$ cat config.mk
export PLATFORM = sky130hd
export DESIGN_NAME = pipe_phase_seq
export DESIGN_NICKNAME = d
export VERILOG_FILES = /design/src/rtl/phase_seq_pkg.sv /design/src/rtl/phase_gen.sv /design/src/rtl/stage_gate.sv /design/src/rtl/mem_port_arb.sv /design/src/rtl/pipe_phase_seq.sv
export SDC_FILE = /design/constraint.sdc
export NUM_CORES = 1
export LEC_CHECK = 0
export BUFFER_PORTS_ARGS = -buffer_cell sky130_fd_sc_hd__buf_2
export CAP_MARGIN = 10
export CORE_AREA = 2 2 39 41
export CTS_BUF_LIST = sky130_fd_sc_hd__clkbuf_16
export CTS_CLUSTER_DIAMETER = 30
export CTS_CLUSTER_SIZE = 40
export DETAILED_ROUTE_END_ITERATION = 6
export DIE_AREA = 0 0 41 43
export SETUP_SLACK_MARGIN = 0.15
export SLEW_MARGIN = 20
export SYNTH_ARGS = -nofsm -noshare
export SYNTH_HDL_FRONTEND = slang
export SYNTH_SLANG_ARGS = --single-unit
$ cat constraint.sdc
create_clock -name clk -period 0.9 [get_ports clk]
set_input_delay 0.09 -clock clk [delete_from_list [all_inputs] [get_ports clk]]
set_output_delay 0.09 -clock clk [all_outputs]
set_load 0.03 [all_outputs]
$ cat src/rtl/phase_seq_pkg.sv
package phase_seq_pkg;
  typedef enum logic {PH_EVEN = 1'b0, PH_ODD = 1'b1} phase_t;

  localparam int STAGES  = 4;
  localparam int STG_IF  = 0;
  localparam int STG_ID  = 1;
  localparam int STG_EX  = 2;
  localparam int STG_MEM = 3;

  // stages alternate: even index works in even phase
  function automatic phase_t stage_phase(input int idx);
    return ((idx % 2) == 0) ? PH_EVEN : PH_ODD;
  endfunction
endpackage

$ cat src/rtl/phase_gen.sv
module phase_gen
  import phase_seq_pkg::*;
(
  input  logic   clk,
  input  logic   rst,
  input  logic   run_en,
  output phase_t phase_q
);
  always_ff @(posedge clk) begin
    if (rst) phase_q <= PH_EVEN;
    else if (run_en) phase_q <= (phase_q == PH_EVEN) ? PH_ODD : PH_EVEN;
  end


  phase_frozen_chk: assert property (@(posedge clk) disable iff (rst)
    !run_en |=> $stable(phase_q));
endmodule

$ cat src/rtl/stage_gate.sv
module stage_gate
  import phase_seq_pkg::*;
#(
  parameter int STAGE_CNT = STAGES
) (
  input  logic                 clk,
  input  logic                 rst,
  input  logic                 run_en,
  input  phase_t               phase,
  output logic [STAGE_CNT-1:0] stage_en,
  output logic                 rf_strobe
);
  logic [STAGE_CNT-1:0] en_nxt;

  for (genvar g = 0; g < STAGE_CNT; g++) begin : g_stage
    assign en_nxt[g] = run_en && (phase == stage_phase(g));
  end

  always_ff @(posedge clk) begin
    if (rst) begin
      stage_en  <= '0;
      rf_strobe <= 1'b0;
    end else begin
      stage_en  <= en_nxt;
      rf_strobe <= run_en && (phase == PH_EVEN);
    end
  end


  even_odd_excl_chk: assert property (@(posedge clk) disable iff (rst)
    !((stage_en[STG_IF] || stage_en[STG_EX]) && (stage_en[STG_ID] || stage_en[STG_MEM])));

  no_back_to_back_fetch_chk: assert property (@(posedge clk) disable iff (rst)
    stage_en[STG_IF] && run_en |=> !stage_en[STG_IF]);

  stall_quiet_chk: assert property (@(posedge clk) disable iff (rst)
    !run_en |=> (stage_en == '0) && !rf_strobe);
endmodule

$ cat src/rtl/mem_port_arb.sv
module mem_port_arb
  import phase_seq_pkg::*;
(
  input  logic   clk,
  input  logic   rst,
  input  logic   run_en,
  input  phase_t phase,
  input  logic   fetch_req,
  input  logic   data_req,
  output logic   mem_sel,
  output logic   fetch_gnt,
  output logic   data_gnt,
  output logic   proto_err
);
  logic even_run, odd_run;
  assign even_run = run_en && (phase == PH_EVEN);
  assign odd_run  = run_en && (phase == PH_ODD);

  always_ff @(posedge clk) begin
    if (rst) begin
      mem_sel   <= 1'b0;
      fetch_gnt <= 1'b0;
      data_gnt  <= 1'b0;
      proto_err <= 1'b0;
    end else begin
      mem_sel   <= odd_run;
      fetch_gnt <= even_run && fetch_req;
      data_gnt  <= odd_run && data_req;
      proto_err <= even_run && data_req;
    end
  end


  port_single_owner_chk: assert property (@(posedge clk) disable iff (rst)
    !(fetch_gnt && data_gnt));

  err_needs_data_req_chk: assert property (@(posedge clk) disable iff (rst)
    proto_err |-> $past(data_req) && !data_gnt);

  data_gnt_sel_chk: assert property (@(posedge clk) disable iff (rst)
    data_gnt |-> mem_sel);
endmodule

$ cat src/rtl/pipe_phase_seq.sv
module pipe_phase_seq
  import phase_seq_pkg::*;
#(
  parameter int STAGE_CNT = STAGES
) (
  input  logic                 clk,
  input  logic                 rst,
  input  logic                 run_en,
  input  logic                 fetch_req,
  input  logic                 data_req,
  output logic [STAGE_CNT-1:0] stage_en,
  output logic                 rf_strobe,
  output logic                 mem_sel,
  output logic                 fetch_gnt,
  output logic                 data_gnt,
  output logic                 proto_err
);
  phase_t phase;

  phase_gen u_phase (
    .clk(clk), .rst(rst), .run_en(run_en), .phase_q(phase)
  );

  stage_gate #(.STAGE_CNT(STAGE_CNT)) u_gate (
    .clk(clk), .rst(rst), .run_en(run_en), .phase(phase),
    .stage_en(stage_en), .rf_strobe(rf_strobe)
  );

  mem_port_arb u_arb (
    .clk(clk), .rst(rst), .run_en(run_en), .phase(phase),
    .fetch_req(fetch_req), .data_req(data_req),
    .mem_sel(mem_sel), .fetch_gnt(fetch_gnt), .data_gnt(data_gnt),
    .proto_err(proto_err)
  );


  rf_only_pc_phase_chk: assert property (@(posedge clk) disable iff (rst)
    rf_strobe |-> !mem_sel && stage_en[STG_EX]);

  fetch_gnt_in_fetch_chk: assert property (@(posedge clk) disable iff (rst)
    fetch_gnt |-> stage_en[STG_IF]);
endmodule

==> results_dict.tcl <==
set metrics [dict create \
    place_congestion 0.581 \
    first_global_vias 150 \
    cpLargestDelayFamily "flip-flops" \
    crit_path_max_incr_delay_ps 350 \
    htree_num_levels 1 \
    drive_gt1_share_pct 71.9 \
    io_buffer_count 13 \
    rsz0062_at_grt "yes" \
    cts_tree "yes" \
    fin_crit_ps 795 \
    power.density_nw_per_um2 2680 \
    p_int_mw 0.895 \
    drt_drc_violations_left 0 \
    cts_made_buffers 3 \
    synth_area_leaders "dfxtp_1 56%, buf_4 14%, nor2_1 7.1%" \
    yosysWarnings 0 \
    postCtsHoldBufs 0 \
    synthArstFlopShare_pct 0 \
    cp_slowest_cell "dfxtp_4" \
    seqPwrFrac_pct 26.0 \
    cp-start-kind "register" \
    dp.cells 45 \
    antenna_cells 0 \
    syn_nets 25 \
    power_frac_clock_pct 64.7 \
    yosys.area_share.simple_pct 27.1 \
    die_h_um 43 \
    overflow 0 \
    setup_viol 0 \
    p_leak_nw 0.183 \
    status "finished clean" \
    synth_cell_types 8 \
    worstSetupPathType "reg2out" \
    setup_slack_ps 105 \
    p_comb_share_pct 9.3 \
    worst_pin_slew_ps 114 \
    die_area_um2 1760 \
    skew_ps 0.560 \
    yosys.area_share.adder_pct 0 \
    instances_no_fill 48 \
    yosysSeqAreaShare_pct 56.5 \
    synth_compound_area_share_pct 2.35 \
    netlist_instances 20 \
    fp.dieW_um 41 \
    arrival_ps 700 \
    setup_tns_ps 0 \
    synth_top_area_share_pct 56.5 \
    cp.buffers_inverters 1 \
    ys_seq_elements 6 \
    rows 14 \
    area_growth_pct 92.9 \
    synth_ff_type "dfxtp_1" \
    grt_max_degree 6 \
    drt_pass1_iterations 2 \
    drt_iter0_drc 2 \
    start_util_pct 15.4 \
    clock_latency_ps 230 \
    hp-class "in2reg" \
    synth_xor_area_share_pct 0 \
    synth_largest_area_cell "dfxtp_1" \
    clkSinkCount 6 \
    synthMuxAreaShare_pct 0 \
    routed_wl_um 408 \
    final_util_pct 29.7 \
    synth_edf_count 0 \
    synth.avg_cell_area_um2 10.6 \
    vias_per_cell 3.60 \
    required_ps 810 \
    antenna_found_initial 0 \
    yosysMostFrequentCell "dfxtp_1" \
    dp_slack_ps 222 \
    antenna_left 0 \
    swShare_pct 18.6 \
    grt_use_total_pct 6.33 \
    synth_top_family_by_area "simple AND/OR/NAND/NOR gates" \
    max_freq_mhz 1260 \
    clock_path_buffers 2 \
    syn_area_um2 213 \
    whs_ps 82.5 \
    fin_crit_sh_pct 88.3 \
    switching_power_mw 0.204 \
    cp_max_fo 3 \
    coreArea_um2 1380 \
    ioPinCount 14 \
    drv_cap 0 \
    synth_common_cells "6 x dfxtp_1, 4 x buf_4, 4 x nor2_1, 2 x nand2b_1" \
    crit_chain "buf_6" \
    end_kind "primary output" \
    drt-wirelength-per-cell_um 8.50 \
    root_buffer "clkbuf_16" \
    irDropWorstVdd_v 0.000739 \
    drv_slew 0 \
    slew_headroom_pct 92.4 \
    vias 173 \
    clk_pin_slew_ps 30 \
    grt_pass1_wl_um 607 \
    hold_viol_final 0 \
    final_nets 39 \
]
## path summary, 6_finish.rpt
check / from / slack (ps) / endpoint / depth (start not counted)
max: u_gate.stage_en[2] / 110 / rf_strobe / 1
min: rst / 80 / u_arb.fetch_gnt / 2
max reg2reg: u_phase.phase_q / 220 / u_arb.fetch_gnt / 2
min reg2reg: u_phase.phase_q / 470 / u_gate.stage_en[1] / 2
## cells by family after synthesis
kind of cell / count (synthesis)
flip-flops: 6
AO/OA/AOI/OAI: 1
AND/OR/NAND/NOR: 9
buffers and inverters: 4
## metal layers
metal	global-route usage [%]	wire (µm)
met5	0	0
met4	6.00	12
met3	7.85	53
met2	8.13	224
met1	4.19	119
## sequential cells by signal, summed over array words and instances, names as in the netlist
register and count:
u_gate.stage_en 2, u_arb.data_gnt 1, u_arb.proto_err 1, u_arb.fetch_gnt 1
u_phase.phase_q 1
## layout make-up
class	count	area (µm²)
Tap cell	16	20.0
Multi-Input combinational cell	10	62.6
Sequential cell	6	131
Fill cell	137	973
Clock buffer	3	75.1
Timing Repair Buffer	13	121
## repair_timing
item | CTS | global route
resized for setup | 15 | 8
endpoints found under the setup margin | 9 | 9
setup buffers | 0 | 0
## metrics by stage
step | cell area (µm²) | total power, mW
final | 410 | 1.10
after CTS | 383 | 1.11
after floorplan | 215 | 0.353
after global routing | 410 | 1.14
after global placement | 270 | 0.371
after detailed placement | 270 | 0.373
## power by group through the flow
stage | combinational (mW) | clock [mW] | sequential, mW
6_report | 0.102 | 0.711 | 0.286
5_1_grt | 0.110 | 0.741 | 0.288
4_1_cts | 0.0959 | 0.728 | 0.288
3_5_place_dp | 0.0844 | 0 | 0.289
3_3_place_gp | 0.0830 | 0 | 0.288
2_1_floorplan | 0.0467 | 0 | 0.307
## cells in the final DEF, fill, tap and decap left out, drive strengths merged
cell	n
a21oi	1
buf	13
clkbuf	3
dfxtp	6
nand2	1
nand2b	3
nor2	4
nor3b	1
No activity file was read; power rests on OpenSTA's default activity.
